===== config.mk =====
export PLATFORM = sky130hd
export DESIGN_NAME = pwr_switch_seq
export DESIGN_NICKNAME = d
export VERILOG_FILES = /design/src/rtl/psq_pkg.sv /design/src/rtl/psq_mode_dec.sv /design/src/rtl/psq_count.sv /design/src/rtl/pwr_switch_seq.sv
export SDC_FILE = /design/constraint.sdc
export NUM_CORES = 1
export LEC_CHECK = 0
export ABC_AREA = 0
export CAP_MARGIN = 20
export CELL_PAD_IN_SITES_DETAIL_PLACEMENT = 0
export CELL_PAD_IN_SITES_GLOBAL_PLACEMENT = 1
export CORE_MARGIN = 2
export CORE_UTILIZATION = 50
export DETAILED_ROUTE_END_ITERATION = 16
export PLACE_DENSITY = 0.95
export SYNTH_ARGS = -nofsm -noshare
export SYNTH_HDL_FRONTEND = slang
export SYNTH_SLANG_ARGS = --single-unit

===== constraint.sdc =====
create_clock -name clk -period 4.5 [get_ports clk]
set_input_delay 0.9 -clock clk [delete_from_list [all_inputs] [get_ports clk]]
set_output_delay 0.9 -clock clk [all_outputs]
set_load 0.03 [all_outputs]

===== src/rtl/psq_pkg.sv =====
package psq_pkg;

  typedef enum logic [2:0] {
    PS_OFF,
    PS_DEB,
    PS_START,
    PS_RUN,
    PS_FAST,
    PS_COOL,
    PS_RETRY,
    PS_LOCK
  } psq_state_e;

  typedef enum logic [1:0] {
    FM_LOCK  = 2'd0,
    FM_RETRY = 2'd1,
    FM_CONT  = 2'd2
  } psq_mode_e;

endpackage


===== src/rtl/psq_mode_dec.sv =====
module psq_mode_dec
  import psq_pkg::*;
(
  input  logic [1:0] pins,
  output psq_mode_e  mode
);

  // High select bit wins: both 1x codes mean continuous, open pins read 1.
  always_comb begin
    if (pins[1])      mode = FM_CONT;
    else if (pins[0]) mode = FM_RETRY;
    else              mode = FM_LOCK;
  end

endmodule


===== src/rtl/psq_count.sv =====
module psq_count #(
  parameter int W = 8
) (
  input  logic         clk,
  input  logic         rst_n,
  input  logic         clr,
  input  logic         inc,
  output logic [W-1:0] q
);

  logic [W-1:0] q_n;

  always_comb begin
    if (clr)      q_n = '0;
    else if (inc) q_n = q + W'(1);
    else          q_n = q;
  end

  always_ff @(posedge clk or negedge rst_n) begin
    if (!rst_n) q <= '0;
    else        q <= q_n;
  end

endmodule


===== src/rtl/pwr_switch_seq.sv =====
module pwr_switch_seq
  import psq_pkg::*;
#(
  parameter int DEB_TICKS    = 150,
  parameter int STI_TICKS    = 2400,
  parameter int STO_TICKS    = 120000,
  parameter int BLANK_TICKS  = 2400,
  parameter int FAST_TICKS   = 42,
  parameter int STARTUP_CODE = 2
) (
  input  logic       clk,
  input  logic       rst_n,
  input  logic       tick,
  input  logic       en_ok,
  input  logic       oc,
  input  logic       oc_severe,
  input  logic       out_charged,
  input  logic       therm_hot,
  input  logic [1:0] mode_pins,
  output logic       sw_on,
  output logic [1:0] ilim_sel
);

  localparam int RETRY_TICKS = 30 * BLANK_TICKS;
  localparam int MAX_A       = (STO_TICKS > RETRY_TICKS) ? STO_TICKS : RETRY_TICKS;
  localparam int MAX_B       = (DEB_TICKS > FAST_TICKS) ? DEB_TICKS : FAST_TICKS;
  localparam int TMAX        = (MAX_A > MAX_B) ? MAX_A : MAX_B;
  localparam int TW          = $clog2(TMAX + 1);
  localparam int BW          = $clog2(BLANK_TICKS + 1);

  localparam logic [TW-1:0] DEB_LAST   = TW'(DEB_TICKS - 1);
  localparam logic [TW-1:0] STO_LAST   = TW'(STO_TICKS - 1);
  localparam logic [TW-1:0] RETRY_LAST = TW'(RETRY_TICKS - 1);
  localparam logic [TW-1:0] FAST_LAST  = TW'(FAST_TICKS - 1);
  localparam logic [TW-1:0] STI_END    = TW'(STI_TICKS);
  localparam logic [BW-1:0] BLANK_LAST = BW'(BLANK_TICKS - 1);
  localparam logic [1:0]    BOOST      = 2'(STARTUP_CODE);

  psq_state_e st_q, st_n;
  psq_mode_e  mode_q, mode_n, pin_mode;
  logic [TW-1:0] tmr_q;
  logic [BW-1:0] blk_q;
  logic tmr_clr, tmr_inc, blk_clr, blk_inc, leave;
  logic deb_done, sto_done, retry_done, fast_done, blank_done;
  logic timed_st;

  psq_mode_dec u_dec (.pins(mode_pins), .mode(pin_mode));

  assign deb_done   = tick && (tmr_q == DEB_LAST);
  assign sto_done   = tick && (tmr_q == STO_LAST);
  assign retry_done = tick && (tmr_q == RETRY_LAST);
  assign fast_done  = tick && !oc_severe && (tmr_q == FAST_LAST);
  assign blank_done = tick && (blk_q == BLANK_LAST);

  // Next-state logic; enable loss overrides everything.
  always_comb begin
    st_n = st_q;
    unique case (st_q)
      PS_OFF:   if (en_ok) st_n = PS_DEB;
      PS_DEB:   if (deb_done) st_n = PS_START;
      PS_START: begin
        if (therm_hot)      st_n = PS_COOL;
        else if (oc_severe) st_n = PS_FAST;
        else if (sto_done)  st_n = out_charged ? PS_RUN : PS_LOCK;
      end
      PS_RUN: begin
        if (therm_hot)
          st_n = (mode_q == FM_LOCK) ? PS_LOCK : PS_COOL;
        else if (oc_severe)
          st_n = PS_FAST;
        else if (oc && blank_done && mode_q != FM_CONT)
          st_n = (mode_q == FM_LOCK) ? PS_LOCK : PS_RETRY;
      end
      PS_FAST: begin
        if (therm_hot)
          st_n = (mode_q == FM_LOCK) ? PS_LOCK : PS_COOL;
        else if (oc_severe && blank_done && mode_q == FM_LOCK)
          st_n = PS_LOCK;
        else if (fast_done)
          st_n = PS_START;
      end
      PS_COOL:  if (!therm_hot) st_n = (mode_q == FM_RETRY) ? PS_RETRY : PS_DEB;
      PS_RETRY: if (retry_done) st_n = PS_START;
      PS_LOCK:  st_n = PS_LOCK;
      default:  st_n = PS_OFF;
    endcase
    if (!en_ok) st_n = PS_OFF;
  end

  assign leave    = (st_n != st_q);
  assign timed_st = (st_q == PS_DEB) || (st_q == PS_START) || (st_q == PS_RETRY);

  // Counter enables: state timer and blanking timer.
  always_comb begin
    tmr_clr = leave || (st_q == PS_FAST && oc_severe)
              || !(timed_st || st_q == PS_FAST);
    tmr_inc = tick && (timed_st || (st_q == PS_FAST && !oc_severe));
    blk_clr = leave || !((st_q == PS_RUN && oc) || (st_q == PS_FAST && oc_severe));
    blk_inc = tick && ((st_q == PS_RUN && mode_q != FM_CONT)
                       || (st_q == PS_FAST && mode_q == FM_LOCK));
  end

  // Startup is forced continuous; the pins take effect only as it ends.
  always_comb begin
    mode_n = mode_q;
    if (leave && st_n == PS_START)                    mode_n = FM_CONT;
    else if (leave && st_q == PS_START && st_n == PS_RUN) mode_n = pin_mode;
  end

  always_ff @(posedge clk or negedge rst_n) begin
    if (!rst_n) begin
      st_q   <= PS_OFF;
      mode_q <= FM_CONT;
    end else begin
      st_q   <= st_n;
      mode_q <= mode_n;
    end
  end

  psq_count #(.W(TW)) u_tmr (
    .clk(clk), .rst_n(rst_n), .clr(tmr_clr), .inc(tmr_inc), .q(tmr_q)
  );

  psq_count #(.W(BW)) u_blk (
    .clk(clk), .rst_n(rst_n), .clr(blk_clr), .inc(blk_inc), .q(blk_q)
  );

  assign sw_on    = (st_q == PS_START) || (st_q == PS_RUN);
  assign ilim_sel = (st_q == PS_START && tmr_q < STI_END) ? BOOST : 2'd0;

endmodule


==> results of run 1 <==
==> synth_stat cells, drive strengths merged, types with 3 or more instances <==
cell type | number | area share
or4 | 3 | 0.0092
a211oi | 30 | 0.11
nand4b | 3 | 0.011
xor2 | 19 | 0.068
nor2b | 4 | 0.010
nand2b | 3 | 0.0076
ha | 3 | 0.015
nor4 | 5 | 0.013
and3 | 8 | 0.022
clkbuf | 13 | 0.020
o21ai | 8 | 0.016
o31ai | 3 | 0.0092
nand3 | 12 | 0.024
inv | 6 | 0.0092
dfrtp | 33 | 0.34
nor2 | 16 | 0.024
nand4 | 6 | 0.015
a21oi | 4 | 0.0081
nor3 | 6 | 0.012
nor4bb | 3 | 0.012
nand2 | 27 | 0.041
o211ai | 3 | 0.0092
xnor2 | 8 | 0.028
nand3b | 4 | 0.012
or3 | 4 | 0.010
buf | 6 | 0.019
==> state kept, by name, summed over array words and instances (netlist names) <==
signal and flops:
mode_q 2, st_q 3, u_blk.q 12, u_tmr.q 17
==> cell families after synthesis <==
family	after synthesis	synth area share
AOI/OAI and AO/OA	65	0.221
xor gates and xnor gates	27	0.0961
buffers and inverters	25	0.0478
adders and majority gates	3	0.0153
DFF	34	0.346
other	1	0.00152
and+or+nand+nor	116	0.272
==> report_power, final <==
group | internal (mW) | switching [mW] | leakage [nW]
clock network | 0.177 | 0.107 | 0.0573
registers | 0.313 | 0.0134 | 0.468
logic | 0.0312 | 0.0558 | 0.476
==> critical path: stages <==
cell	delay, ns
clkdlybuf4s50_1	0.48
or4b_4	0.49
or4_1	0.54
a22oi_2	0.23
and3_4	0.24
nor4_1	0.06
and4bb_4	0.65
a211oi_1	0.15
==> metrics by stage <==
stage / util / cell area, um2 / cells / setup WS, ns / hold slack [ns]
global route: 0.577 / 2730 / 344 / 0.756 / 0.534
CTS: 0.577 / 2730 / 344 / 0.907 / 0.506
finish: 0.577 / 2730 / 344 / 0.877 / 0.506
global placement: 0.553 / 2610 / 337 / 0.659 / 0.498
detailed placement: 0.553 / 2610 / 337 / 0.611 / 0.496
floorplan: - / 2460 / 271 / 1.19 / 0.462
==> layer usage <==
metal | up-vias | wire, um | global-route usage
li1 | 1020 | - | -
met1 | 974 | 2710 | 0.312
met2 | 23 | 2540 | 0.362
met3 | 7 | 132 | 0.0461
met4 | 0 | 78 | 0.0828
met5 | - | 0 | 0
==> worst min-delay path by stage <==
stage                                 end                   from
finish              mode_q[1]$_DFFE_PN1P_  mode_q[1]$_DFFE_PN1P_
floorplan           mode_q[1]$_DFFE_PN1P_  mode_q[1]$_DFFE_PN1P_
global placement    mode_q[1]$_DFFE_PN1P_  mode_q[1]$_DFFE_PN1P_
global route        mode_q[1]$_DFFE_PN1P_  mode_q[1]$_DFFE_PN1P_
detailed placement  mode_q[1]$_DFFE_PN1P_  mode_q[1]$_DFFE_PN1P_
CTS                 mode_q[1]$_DFFE_PN1P_  mode_q[1]$_DFFE_PN1P_
==> area by class of cell <==
class                   instances  area (um2)
flip-flops and latches         34         852
multi-input cells             212        1490
well taps                      67        83.8
clock inverters                 1        30.0
inverters                       6        22.5
fillers                       431        2000
repair buffers                 18         163
clock buffers                   6        82.6
==> flow_summary.toml, run 1 <==
[cts]
ctsHoldBuffers = 0
cts_buffers = 5
cts_sinks = 34
cts_resized = 0
clock_latency_ns = 0.29
path_clk_slew_ns = 0.07
cts_max_path_buffers = 2
cts_tree = "done"
h-tree-depth = 2
postCtsSetupBuffers = 0
cts-root-buf = "clkbuf_8"

[yosys]
yosys_warnings = 0
postSynthAreaPerCell_um2 = 9.08
synth-edff-count = 0
syn_area_um2 = 2460
synth_seq_cells = 34
netlist-cell-type-count = 56
synth_ff_type = "dfrtp_1"
syn_nets = 284
ys_seq_area_frac = 0.346
synthCells = 271
async_reset_ff_frac = 1.00

[route]
wire_per_inst_um = 15.9
drt_iter0_markers = 161
dr.pass1.iters = 4
via_per_inst = 5.88
ant_nets = 0
vias = 2024
drc = 0
drt_wl_total_um = 5460

[finish]
syn_to_final_growth_pct = 10.7
n_antenna_cell = 0
layout_common_cells = "dfrtp_1 (33), nand2_1 (27), a211oi_1 (20)"
nets = 290
final_common_cell = "dfrtp_1"
drive_gt1_frac = 0.116

[die]
dieArea_um2 = 5500
chipHeight_um = 74.2
start_util = 0.521
die_x_um = 74.2
fp-row-count = 25
ios = 13
fp.coreArea_um2 = 4720

[grt]
grt_max_degree = 35
gr-total-overflow = 0
grt_antenna_before_repair = 0
grt_pass1_vias = 1970
grt_first_pass_wirelength_um = 9600
track_usage = 0.229

[sta]
post-route-period-util = 0.805
setup_viol = 0
rsz0062_at_grt = "no"
fmax_mhz = 276
finalMaxSlewViolations = 0
setup_tns_ns = 0
skew_ns = 0.00748
slew_headroom = 0.581
hold_viol_final = 0
worstMarginPinSlew_ns = 0.628
period_needed_ns = 3.62

[worst_setup_path]
r2r-start = "u_blk.q[5]$_DFFE_PN0P_"
critical_path_class = "in2reg"
crit_path_end = "u_tmr.q[11]$_DFFE_PN0P_"
worstPathRequired_ns = 4.63
startpoint = "tick"
reg2regPathDepth = 7
cp.arrival_ns = 3.76
r2r_setup_slack_ns = 1.48
r2r_end = "u_tmr.q[11]$_DFFE_PN0P_"
crit_path_end_kind = "flip-flop"
cp-start-kind = "input port"
worstPathMaxFanout = 29

[status]
outcome = "complete, no violations"

[power_and_ir_drop]
ir_worst_vdd_uv = 196
total_power_mw = 0.697
power_leakage_nw = 1.00
power.density_nw_per_um2 = 256

[placed_design]
place.gp.congestion = 0.956
place_hpwl_um = 3790
port_buffers = 11

[job]
drv_cap = 0

[worst_hold_path]
worstHoldPathType = "reg2reg"
holdPathStages = 2
(Power assumes the default switching activity.)
==> run 2: changes to the inputs <==
- CORE_UTILIZATION: 50 -> 42
- PLACE_DENSITY: 0.95 -> 0.86
- clock period: 4.5 -> 3.2 ns (I/O delays scaled with it)
==> run 2 against run 1 <==
Cell area rose by 6.6%; sequential power rose by 38%; count of clock-buffer cells in the layout rose by 1; worst setup slack got worse by 0.75 ns; first-iteration DRC count rose by 3.1%; global-route usage fell by 2.8 points; die area rose by 18%; clock skew rose by 0.0017 ns; sequential share of layout area fell by 1.9 points; register-to-register slack got worse by 1.2 ns; highest routed layer unchanged; sequential cell count did not move; largest cell class unchanged; hold slack improved by 0.0057 ns.
==> flow_summary.toml, run 2 (synthesis gave the netlist of run 1 again) <==
[finish]
syn_to_final_growth_pct = 18.0
final_common_cell = "dfrtp_1"
largest_reg_flops = 17
nets = 308
regMostFlops = "u_tmr.q"
drive_gt1_frac = 0.186
reg_top3 = "u_tmr.q (17), u_blk.q (12), st_q (3)"
n_antenna_cell = 0
layout_common_cells = "dfrtp_1 (33), nand2_1 (27), buf_4 (23)"
design_area_um2 = 2910

[worst_setup_path]
path_depth = 9
path_buf_inv = 2
r2r-start = "u_tmr.q[13]$_DFFE_PN0P_"
worstPathMaxFanout = 4
critical_path_class = "in2reg"
slowest_stage = "or4b_4"
r2r_setup_slack_ns = 0.25
crit_family = "simple AND/OR/NAND/NOR gates"
r2r_end = "u_blk.q[1]$_DFFE_PN0P_"
critPathMaxStageDelay_ns = 0.50
cp.arrival_ns = 3.27
worstPathRequired_ns = 3.39
path_cells = "clkdlybuf4s50_1, or4b_4, or4_4, a22oi_2, and3_4, and4bb_1, and4bb_4, buf_4, a221oi_2"
reg2regPathDepth = 9
cp-start-kind = "input port"
crit_path_end_kind = "flip-flop"

[cts]
cts_max_path_buffers = 2
cts-root-buf = "clkbuf_8"
cts_buffers = 5
ctsHoldBuffers = 0
path_clk_slew_ns = 0.07
clock_latency_ns = 0.28
cts_tree = "done"
cts_sinks = 34
h-tree-depth = 2

[sta]
skew_ns = 0.00917
finalMaxSlewViolations = 0
setup_viol = 0
post-route-period-util = 0.961
fmax_mhz = 325
hold_viol_final = 0
period_needed_ns = 3.08
worstMarginPinSlew_ns = 0.614
rsz0062_at_grt = "no"
slew_headroom = 0.588

[route]
vias = 2136
dr.pass1.iters = 4
wire_per_inst_um = 16.0
ant_nets = 0
drt_wl_total_um = 5880
via_per_inst = 5.80
drc = 0
drt_iter0_markers = 166

[die]
fp.coreArea_um2 = 5570
chipHeight_um = 80.6
dieArea_um2 = 6490
ios = 13
fp-row-count = 27
start_util = 0.442
die_x_um = 80.6

[grt]
track_usage = 0.200
gr-total-overflow = 0
grt_max_degree = 35
grt_antenna_before_repair = 0
grt_pass1_vias = 2101
grt_first_pass_wirelength_um = 10100

[placed_design]
port_buffers = 11
place.gp.congestion = 0.938
place_hpwl_um = 4200
placed_cell_area_um2 = 2770

[power_and_ir_drop]
ir_worst_vdd_uv = 190
power_leakage_nw = 1.10
total_power_mw = 0.943
power.density_nw_per_um2 = 325

[worst_hold_path]
min_to = "mode_q[1]$_DFFE_PN1P_"
holdCritStartpoint = "mode_q[1]$_DFFE_PN1P_"
holdPathStages = 2
worstHoldPathType = "reg2reg"

[job]
drv_cap = 0

[status]
outcome = "complete, no violations"
[run 2: changes by cell type in the layout (fill, tap and decap cells not counted), moves of 2 or more]
cell,change
a211oi_1,-4
buf_12,+2
buf_4,+16
a211oi_2,+4
[run 2: what timing repair did]
item	in CTS	in global routing
endpoints found under the hold margin	0	0
setup endpoints to repair	0	16
buffers inserted	0	1
gates resized for setup	0	6
[run 2: layout make-up]
class | count | area [um2]
fill | 538 | 2670
sequential | 34 | 852
clock inverter | 1 | 5.00
inverter | 6 | 22.5
clock buffer | 7 | 86.3
multi-input combinational | 212 | 1530
tap | 72 | 90.1
timing repair buffer | 36 | 323
[run 2: where the power goes]
group / internal, mW / switching [mW] / leakage (nW)
registers: 0.440 / 0.0103 / 0.468
clock network: 0.174 / 0.151 / 0.0482
logic: 0.0680 / 0.0996 / 0.586
[run 2: stage by stage]
step	hold WS, ns	TNS (ns)	cells	util	setup WS, ns
floorplan	0.344	0	271	-	0.154
global placement	0.500	-5.37	359	0.497	-0.190
detailed placement	0.499	-7.45	359	0.497	-0.287
CTS	0.511	0	367	0.514	0.00936
global route	0.533	0	368	0.521	0.0122
finish	0.511	0	368	0.521	0.124
[run 2: worst reg2reg max path, cell delays in order (launching register included)]
cell and delay, ns:
dfrtp_1 0.42, or3_1 0.46, or4_1 0.57, o21ai_0 0.20, nand4_1 0.17, buf_4 0.18
nor4_1 0.19, and4bb_4 0.29, buf_4 0.13, a221oi_2 0.25
[run 2: worst max path at each step]
stage,start,slack [ns],endpoint
finish,tick,0.12,u_blk.q[1]$_DFFE_PN0P_
global placement,tick,-0.19,u_tmr.q[13]$_DFFE_PN0P_
detailed placement,tick,-0.29,u_tmr.q[5]$_DFFE_PN0P_
CTS,tick,0.009,u_tmr.q[5]$_DFFE_PN0P_
floorplan,tick,0.15,u_blk.q[8]$_DFFE_PN0P_
global route,tick,0.01,u_blk.q[1]$_DFFE_PN0P_
[run 2: metal layers]
metal | part of all wire | vias up | GRT usage
met1 | 0.49 | 1017 | 0.282
met5 | 0 | - | 0
met4 | 0.015 | 0 | 0.0593
li1 | - | 1064 | -
met2 | 0.45 | 45 | 0.312
met3 | 0.037 | 10 | 0.0382
